==> src/rtl/age_queue_sel_pkg.sv <==
package age_queue_sel_pkg;
  typedef enum logic {
    SEL_OLDEST = 1'b0,
    SEL_ROTATE = 1'b1
  } sel_mode_e;
endpackage

==> src/rtl/age_pick.sv <==
module age_pick #(
  parameter int unsigned DEPTH  = 16,
  parameter bit          ROTATE = 1'b0,
  localparam int unsigned IDX_W = $clog2(DEPTH)
) (
  input  logic [DEPTH-1:0] elig_i,
  input  logic [IDX_W-1:0] ptr_i,
  output logic             hit_o,
  output logic [IDX_W-1:0] sel_o
);
  logic [DEPTH-1:0] upper;
  logic [IDX_W-1:0] low_all, low_up;
  logic             any_up;

  always_comb begin
    for (int i = 0; i < DEPTH; i++) upper[i] = elig_i[i] && (IDX_W'(i) >= ptr_i);
  end

  // lowest set index, scanned from the top so the last write wins
  always_comb begin
    low_all = '0;
    low_up  = '0;
    for (int i = DEPTH - 1; i >= 0; i--) begin
      if (elig_i[i]) low_all = IDX_W'(i);
      if (upper[i])  low_up  = IDX_W'(i);
    end
  end

  assign any_up = |upper;
  assign hit_o  = |elig_i;
  assign sel_o  = (ROTATE && any_up) ? low_up : low_all;
endmodule

==> src/rtl/age_slot.sv <==
module age_slot #(
  parameter int unsigned TAG_W  = 6,
  parameter int unsigned PORT_W = 2
) (
  input  logic              clk_i,
  input  logic              rst_ni,
  input  logic              shift_i,
  input  logic              load_i,
  input  logic              wake_i,
  input  logic              nxt_valid_i,
  input  logic              nxt_rdy_i,
  input  logic              nxt_wake_i,
  input  logic [PORT_W-1:0] nxt_port_i,
  input  logic [TAG_W-1:0]  nxt_tag_i,
  input  logic              new_rdy_i,
  input  logic [PORT_W-1:0] new_port_i,
  input  logic [TAG_W-1:0]  new_tag_i,
  output logic              valid_o,
  output logic              rdy_o,
  output logic [PORT_W-1:0] port_o,
  output logic [TAG_W-1:0]  tag_o
);
  logic              valid_d, rdy_d;
  logic [PORT_W-1:0] port_d;
  logic [TAG_W-1:0]  tag_d;

  always_comb begin
    if (load_i) begin
      valid_d = 1'b1;
      rdy_d   = new_rdy_i;
      port_d  = new_port_i;
      tag_d   = new_tag_i;
    end else if (shift_i) begin
      valid_d = nxt_valid_i;
      rdy_d   = nxt_valid_i && (nxt_rdy_i || nxt_wake_i);
      port_d  = nxt_port_i;
      tag_d   = nxt_tag_i;
    end else begin
      valid_d = valid_o;
      rdy_d   = valid_o && (rdy_o || wake_i);
      port_d  = port_o;
      tag_d   = tag_o;
    end
  end

  always_ff @(posedge clk_i or negedge rst_ni) begin
    if (!rst_ni) begin
      valid_o <= 1'b0;
      rdy_o   <= 1'b0;
      port_o  <= '0;
      tag_o   <= '0;
    end else begin
      valid_o <= valid_d;
      rdy_o   <= rdy_d;
      port_o  <= port_d;
      tag_o   <= tag_d;
    end
  end
endmodule

==> src/rtl/age_queue_sel.sv <==
module age_queue_sel
  import age_queue_sel_pkg::*;
#(
  parameter int unsigned DEPTH   = 16,
  parameter int unsigned TAG_W   = 6,
  parameter int unsigned PORT_W  = 2,
  parameter logic [PORT_W-1:0] PORT_ID = '0,
  parameter sel_mode_e   MODE    = SEL_OLDEST,
  localparam int unsigned IDX_W  = $clog2(DEPTH),
  localparam int unsigned CNT_W  = $clog2(DEPTH + 1)
) (
  input  logic              clk_i,
  input  logic              rst_ni,
  input  logic              alloc_valid_i,
  input  logic [TAG_W-1:0]  alloc_tag_i,
  input  logic [PORT_W-1:0] alloc_port_i,
  input  logic              alloc_ready_i,
  output logic              alloc_accept_o,
  input  logic [DEPTH-1:0]  wake_i,
  output logic              disp_valid_o,
  output logic [TAG_W-1:0]  disp_tag_o
);
  logic [DEPTH-1:0]             valid_q, rdy_q, elig, shift, load;
  logic [DEPTH-1:0][PORT_W-1:0] port_q;
  logic [DEPTH-1:0][TAG_W-1:0]  tag_q;
  logic [CNT_W-1:0]             count_q, base;
  logic [IDX_W-1:0]             sel, ptr_q;
  logic                         hit, alloc_fire;

  always_comb begin
    for (int i = 0; i < DEPTH; i++) elig[i] = valid_q[i] && rdy_q[i] && (port_q[i] == PORT_ID);
  end

  age_pick #(
    .DEPTH (DEPTH),
    .ROTATE(MODE == SEL_ROTATE)
  ) u_pick (
    .elig_i(elig),
    .ptr_i (ptr_q),
    .hit_o (hit),
    .sel_o (sel)
  );

  assign alloc_accept_o = (count_q != CNT_W'(DEPTH));
  assign alloc_fire     = alloc_valid_i && alloc_accept_o;
  assign disp_valid_o   = hit;
  assign disp_tag_o     = tag_q[sel];
  // first free slot once the dispatched entry has been squeezed out
  assign base           = count_q - CNT_W'(hit);

  for (genvar g = 0; g < DEPTH; g++) begin : g_slot
    logic              n_valid, n_rdy, n_wake;
    logic [PORT_W-1:0] n_port;
    logic [TAG_W-1:0]  n_tag;

    assign shift[g] = hit && (IDX_W'(g) >= sel);
    assign load[g]  = alloc_fire && (CNT_W'(g) == base);

    if (g == DEPTH - 1) begin : g_top
      assign n_valid = 1'b0;
      assign n_rdy   = 1'b0;
      assign n_wake  = 1'b0;
      assign n_port  = '0;
      assign n_tag   = '0;
    end else begin : g_mid
      assign n_valid = valid_q[g+1];
      assign n_rdy   = rdy_q[g+1];
      assign n_wake  = wake_i[g+1];
      assign n_port  = port_q[g+1];
      assign n_tag   = tag_q[g+1];
    end

    age_slot #(
      .TAG_W (TAG_W),
      .PORT_W(PORT_W)
    ) u_slot (
      .clk_i      (clk_i),
      .rst_ni     (rst_ni),
      .shift_i    (shift[g]),
      .load_i     (load[g]),
      .wake_i     (wake_i[g]),
      .nxt_valid_i(n_valid),
      .nxt_rdy_i  (n_rdy),
      .nxt_wake_i (n_wake),
      .nxt_port_i (n_port),
      .nxt_tag_i  (n_tag),
      .new_rdy_i  (alloc_ready_i),
      .new_port_i (alloc_port_i),
      .new_tag_i  (alloc_tag_i),
      .valid_o    (valid_q[g]),
      .rdy_o      (rdy_q[g]),
      .port_o     (port_q[g]),
      .tag_o      (tag_q[g])
    );
  end

  always_ff @(posedge clk_i or negedge rst_ni) begin
    if (!rst_ni) count_q <= '0;
    else         count_q <= base + CNT_W'(alloc_fire);
  end

  if (MODE == SEL_ROTATE) begin : g_ptr
    always_ff @(posedge clk_i or negedge rst_ni) begin
      if (!rst_ni)                         ptr_q <= '0;
      else if (ptr_q == IDX_W'(DEPTH - 1)) ptr_q <= '0;
      else                                 ptr_q <= ptr_q + 1'b1;
    end
  end else begin : g_no_ptr
    assign ptr_q = '0;
  end
endmodule

==> config.mk <==
export PLATFORM = sky130hd
export DESIGN_NAME = age_queue_sel
export DESIGN_NICKNAME = d
export VERILOG_FILES = /design/src/rtl/age_queue_sel_pkg.sv /design/src/rtl/age_pick.sv /design/src/rtl/age_slot.sv /design/src/rtl/age_queue_sel.sv
export SDC_FILE = /design/constraint.sdc
export NUM_CORES = 1
export LEC_CHECK = 0
export ABC_AREA = 1
export ABC_CLOCK_PERIOD_IN_PS = 4600
export BUFFER_PORTS_ARGS = -buffer_cell sky130_fd_sc_hd__buf_2
export CAP_MARGIN = 20
export CORE_MARGIN = 10
export CORE_UTILIZATION = 40
export DETAILED_ROUTE_END_ITERATION = 10
export SYNTH_ARGS = -nofsm -noshare
export SYNTH_HDL_FRONTEND = slang
export SYNTH_HIERARCHICAL = 1
export SYNTH_SLANG_ARGS = --single-unit
==> constraint.sdc <==
create_clock -name clk_i -period 4.6 [get_ports clk_i]
set_input_delay 0.46 -clock clk_i [delete_from_list [all_inputs] [get_ports clk_i]]
set_output_delay 0.46 -clock clk_i [all_outputs]
set_load 0.02 [all_outputs]
* Word level (Yosys, flattened, before mapping)
Cells that the tools add are included.
Cells by class: $add $sub $neg 2, magnitude comparators 17, eq/ne operators 16, mux-type cells 146, reduce and logical (&&, ||, !) cells 131
Operators with widths (count):
- $mux 6 | 33
- $logic_and 1x1->1 | 81
- $mux 1 | 64
- $mux 2 | 32
- $mux 4 | 16
- $eq 4x5->1 const A | 8
- $ge 4x4->1 const A | 8
- $logic_not 2->1 | 16
- $reduce_bool 2->1 | 16
- $bmux 6 s4 | 1
- $eq 3x5->1 const A | 4
- $ge 3x4->1 const A | 4
- $logic_or 1x1->1 | 16
- $reduce_or 16->1 | 1
- $eq 2x5->1 const A | 2
- $ge 1x4->1 const A | 2
- $ge 2x4->1 const A | 2
- $add 5x1->5 | 1
- $eq 1x5->1 const A | 1
- $logic_not 5->1 | 1
- $lt 4x5->1 const B | 1
- $ne 5x5->1 const B | 1
- $sub 5x1->5 | 1
Storage, ports and cells: bits in registers 165, output and inout port bits 8, logic and storage cells 377

* Depth between registers and ports, before layout
depth in word-level cells 22, mapped depth 29, depth with buffers taken out 26

* By module
The synthesis kept the hierarchy.
Modules (own cells, without submodules):
- age_slot | instances 16, cells an instance 64, area an instance 480.5 µm², seq. area each 250.2 µm²
- age_queue_sel | instances 1, cells an instance 451, area an instance 1963.1 µm², seq. area each 125.1 µm²
- age_pick | instances 1, cells an instance 49, area an instance 209.0 µm², seq. area each 0.0 µm²

* Worst setup path after synthesis
No wires, ideal clock.
path type register to register, start register g_slot[14].u_slot.valid_o, end register g_slot[5].u_slot.rdy_o, setup time 0.116 ns, data arrival time 2.903 ns, slack 1.581 ns, cell stages (with the launch flop) 17, buffers on the path 1, clock period less this slack 3.019 ns, cells stage by stage dfrtp_1 > nand2_1 > nor3_1 > or2_1 > nor4_1 > nand2_1 > ha_1 > ha_1 > nand3b_1 > nand2_1 > nor2_1 > nand2_1 > nor2_1 > buf_4 > inv_2 > nand2_1 > nand2_1
On the way: elaborated cells on any way between the ends 25
RTL lines:
- from (decl) | RTL line age_slot.sv:18 | output logic valid_o,
- from (signal assigned) | RTL line age_slot.sv:53 | valid_o <= valid_d;
- $logic_and 1x1->1 (2 in a row) | RTL line age_queue_sel.sv:31 | for (int i = 0; i < DEPTH; i++) elig[i] = valid_q[i] && rdy_q[i] && (port_q[i] == PORT_ID);
- net elig[14] | RTL line age_queue_sel.sv:23 | logic [DEPTH-1:0] valid_q, rdy_q, elig, shift, load;
- $reduce_or 16->1
- net disp_valid_o | RTL line age_queue_sel.sv:20 | output logic disp_valid_o,
- $sub 5x1->5 | RTL line age_queue_sel.sv:49 | assign base = count_q - CNT_W'(hit);
- $eq 3x5->1 | RTL line age_queue_sel.sv:57 | assign load[g] = alloc_fire && (CNT_W'(g) == base);
- $logic_and 1x1->1 | RTL line age_queue_sel.sv:57
- net load[5] | RTL line age_queue_sel.sv:23
- $mux 1 | RTL line age_slot.sv:28 | if (load_i) begin
- net g_slot[5].u_slot.rdy_d | RTL line age_slot.sv:23 | logic valid_d, rdy_d;
- to (signal assigned) | RTL line age_slot.sv:54 | rdy_o <= rdy_d;
- to (decl) | RTL line age_slot.sv:19 | output logic rdy_o,
The timed path passes the listed nets, and every way through them passes these cells. A chain may end at the register's enable or synchronous reset.

* Worst setup path after layout
start register g_slot[13].u_slot.port_o[1], end output port disp_tag_o[3]
On the way: word-level cells in the longest chain between the ends 18
Ends and longest elaborated chain:
- from (decl) | RTL line age_slot.sv:20 | output logic [PORT_W-1:0] port_o,
- from (signal assigned) | RTL line age_slot.sv:55 | port_o <= port_d;
- $logic_not 2->1 | RTL line age_queue_sel.sv:31
- $logic_and 1x1->1 | RTL line age_queue_sel.sv:31
- net elig[13] | RTL line age_queue_sel.sv:23
- $mux 4 (14 in a row) | RTL line age_pick.sv:24 | if (elig_i[i]) low_all = IDX_W'(i);
- net sel[0] | RTL line age_queue_sel.sv:27 | logic [IDX_W-1:0] sel, ptr_q;
- $bmux 6 s4 | RTL line age_queue_sel.sv:47 | assign disp_tag_o = tag_q[sel];
- $mux 6 (implied by the code) | RTL line age_queue_sel.sv:47
- to (decl) | RTL line age_queue_sel.sv:21 | output logic [TAG_W-1:0] disp_tag_o
The timed path passes the listed nets, and every way through them passes these cells. The select of a mux whose other input is x is not followed.

==> summary.md <==
| Metric | Value |
|---|---|
| Hold Crit Class | `in -> async` |
| Fin nets | `1614` |
| Clock Sinks | `165` |
| Footprint of the multi-input gates | `4710 sq um` |
| Netlist cell types | `25` |
| Fin crit period | `4.07 ns` |
| Filler Cell Count | `2571` |
| Crit path kind | `reg -> out` |
| Die Span Y | `177 um` |
| Final wirelength | `28500 um` |
| Num CTS Buffers | `17` |
| Cell family with most CP delay | `simple AND/OR/NAND/NOR gates` |
| Critical Path End Type | `output pin` |
| Critical Path Most Common Cell | `nand2_1` |
| Clk slew on worst S/H paths | `0.07 ns` |
| Fin. max-slew vios | `0` |
| Register-to-register setup slack | `0.87 ns` |
| # IOs | `36` |
| Initial core utilization | `0.405` |
| Non-Filler Instances | `1919` |
| H-tree depth | `4` |
| Slowest CP cell | `buf_4` |
| FF-to-FF path depth | `22` |
| DR pass1 iterations | `6` |
| Max-cap violations | `0` |
| ANT cells | `0` |
| Setup-failing EPs final | `0` |
| CP Depth | `25` |
| Pin count of the biggest net entering global routing | `103` |
| Post-route cell area | `11100 sq um` |
| Post-synth ARST share | `1.00` |
| Area occupied by registers | `4130 sq um` |
| Routed Antenna Nets | `0` |
| Clock skew | `0.0105 ns` |
| Synth top area share | `0.419` |
| CP required | `4.14 ns` |
| Post_cts resized | `0` |
| Drc violations | `0` |
| Placer Congestion | `0.919` |
| EDFF count, synth | `0` |
| RR Endpoint | `g_slot[10].u_slot/tag_o[2]` |
| Critical path arrival | `3.61 ns` |
| Ranking of synthesized cells by area | `dfrtp_1 (42%), nand2_1 (30%), nand3_1 (8.2%)` |
| Grt total ovfl | `0` |
| Post-Syn Area | `9860 sq um` |
| Die area | `31300 sq um` |
| Maximum buffer depth of the clock tree | `2` |
| Buf/Inv on CP | `4` |
| Tot GR Track Use | `0.189` |
| Largest area contributor in the netlist | `dfrtp_1` |
| Iter 0 DRT Violations | `698` |
| First-pass GRT wire length | `47500 um` |
| WL/cell | `14.8 um` |
| Startpoint Class | `register` |
| Initial antenna violation count | `0` |
| Synth warn | `6` |
| Standard-cell rows | `57` |
| Worst-Skew Late Latency | `0.43 ns` |
| FF-to-FF Start | `g_slot[13].u_slot/port_o[1]` |
| Die width | `177 um` |
| Area growth syn-to-layout | `12.5%` |
| Final hold vios | `0` |
| Post-Syn Instances | `1524` |
| Via count | `9221` |
| FF+latch count, synth | `165` |
| Least-Margin Pin Slew | `1.17 ns` |
| Port bufs | `35` |
| Clock root cell | `clkbuf_16` |
| Unrepaired setup endpoints after global routing | `false` |
| Cts hold-fix bufs | `0` |
| HPWL after DPL | `20200 um` |
| Placed cells | `1886` |
| Layout cells sized above 1 | `0.105` |
| Status | `complete, no violations` |
| Worst-path fanout max | `49` |
| # Post-CTS Setup Buffers | `0` |
| Top FF cell, synth | `dfrtp_1` |
| DP Area | `10500 sq um` |
| CTS tree | `built` |
| Final period util | `0.884` |
| Slew HR | `0.213` |
| Register area share after synthesis | `0.419` |
| Max Fclk | `246 MHz` |
| TNS Setup | `0 ns` |
| Vias in the first global route | `9188` |
| Post-Syn Area per Cell | `6.47 sq um` |
| Vias per Instance | `4.81` |
| Placeable Area | `24300 sq um` |
| Max incr delay on CP | `0.51 ns` |
cells in the mapped netlist, types with 9 or more instances:
| master | n |
|---|---|
| nand3_1 | 161 |
| nor2_1 | 56 |
| o211ai_1 | 16 |
| dfrtp_1 | 165 |
| buf_4 | 18 |
| buf_2 | 9 |
| inv_2 | 40 |
| nor2_2 | 16 |
| nor3_1 | 21 |
| inv_1 | 183 |
| nor2_4 | 16 |
| nand2_1 | 794 |
per-stage QoR:
step	utilization	hold WS [ns]	setup WS, ns
detailed placement	0.430	0.483	0.651
global placement	0.430	0.481	0.672
finish	0.456	0.102	0.534
global route	0.456	0.237	0.116
floorplan	-	0.164	1.58
CTS	0.456	0.182	0.257
layout by cell type, fill, tap and decap left out:
master / synthesis / routed
clkbuf_16: 0 / 17
ha_1: 4 / 4
nor3_1: 21 / 20
o211ai_1: 16 / 16
nor2_4: 16 / 16
nand3b_1: 1 / 1
nor2_1: 56 / 56
nand4_1: 2 / 2
clkinv_2: 0 / 3
clkinv_4: 0 / 2
inv_6: 0 / 3
xnor2_1: 1 / 1
dfrtp_1: 165 / 165
buf_2: 9 / 34
nand2_1: 794 / 794
inv_2: 40 / 40
bufinv_16: 0 / 4
buf_4: 18 / 25
clkinvlp_4: 0 / 3
nor4_1: 1 / 1
clkinv_1: 1 / 1
nor3_2: 0 / 1
buf_6: 4 / 2
conb_1: 1 / 11
nor2_2: 16 / 16
inv_1: 183 / 183
o21ai_0: 5 / 5
a21oi_4: 0 / 1
or2_1: 1 / 1
a21oi_1: 6 / 6
nand3_1: 161 / 161
how the worst max path moves through the flow:
stage,from,to,slack [ns]
6_report,g_slot[13].u_slot/port_o[1],disp_tag_o[3],0.53
5_1_grt,g_slot[14].u_slot/port_o[0],disp_tag_o[3],0.12
4_1_cts,g_slot[15].u_slot/port_o[1],disp_tag_o[4],0.26
3_5_place_dp,g_slot[15].u_slot/port_o[1],g_slot[12].u_slot/port_o[0],0.65
3_3_place_gp,g_slot[15].u_slot/port_o[1],g_slot[12].u_slot/port_o[0],0.67
2_1_floorplan,g_slot[14].u_slot/valid_o,g_slot[5].u_slot/rdy_o,1.58
worst register-to-register path, cell delays in order, from the launching register on:
cell and delay [ns]:
dfrtp_1 0.40, nor3_1 0.37, inv_1 0.10, nand2_1 0.08, nand2_1 0.05, nand2_1 0.05
nand2_1 0.05, nand2_1 0.07, nand2_1 0.09, nand2_1 0.07, nand2_1 0.05, nand2_1 0.06
nand2_1 0.07, nand2_1 0.06, nand2_1 0.07, a21oi_4 0.14, buf_4 0.51, nand2_1 0.14
inv_1 0.14, o21ai_0 0.40, nor2_2 0.49, nand2_1 0.10, nand3_1 0.10
routing by layer:
| layer | vias to the layer above | part of all wire | global-route usage |
|---|---|---|---|
| li1 | 4711 | - | - |
| met1 | 4257 | 0.45 | 0.248 |
| met2 | 206 | 0.48 | 0.315 |
| met3 | 47 | 0.049 | 0.0282 |
| met4 | 0 | 0.021 | 0.0564 |
| met5 | - | 0 | 0 |
cell families (layout without fill, tap and decap cells):
family,count (synthesis),after routing,synth area share
XOR/XNOR,1,1,0.000888
AO/OA/AOI/OAI,28,28,0.0187
other,1,11,0.000380
AND/OR/NAND/NOR,1069,1069,0.448
flip-flops,165,165,0.419
buffers and inverters,256,317,0.109
adder cells (fa/ha/maj),4,4,0.00508
sequential cells by signal (all words and copies together), names as in the netlist:
register	cells
count_q	5
g_slot.u_slot/port_o	32
g_slot.u_slot/rdy_o	16
g_slot.u_slot/tag_o	96
g_slot.u_slot/valid_o	16
layout make-up:
| class | instances | share of cell area |
|---|---|---|
| multi-input combinational | 1113 | 0.425 |
| sequential | 165 | 0.372 |
| inverter | 224 | 0.0758 |
| clock buffer | 17 | 0.0383 |
| tap | 324 | 0.0365 |
| clock inverter | 15 | 0.0182 |
| timing repair buffer | 61 | 0.0343 |
Power is not shown: default switching activity piles up to over one toggle a cycle in this logic, so the estimate is an artifact.
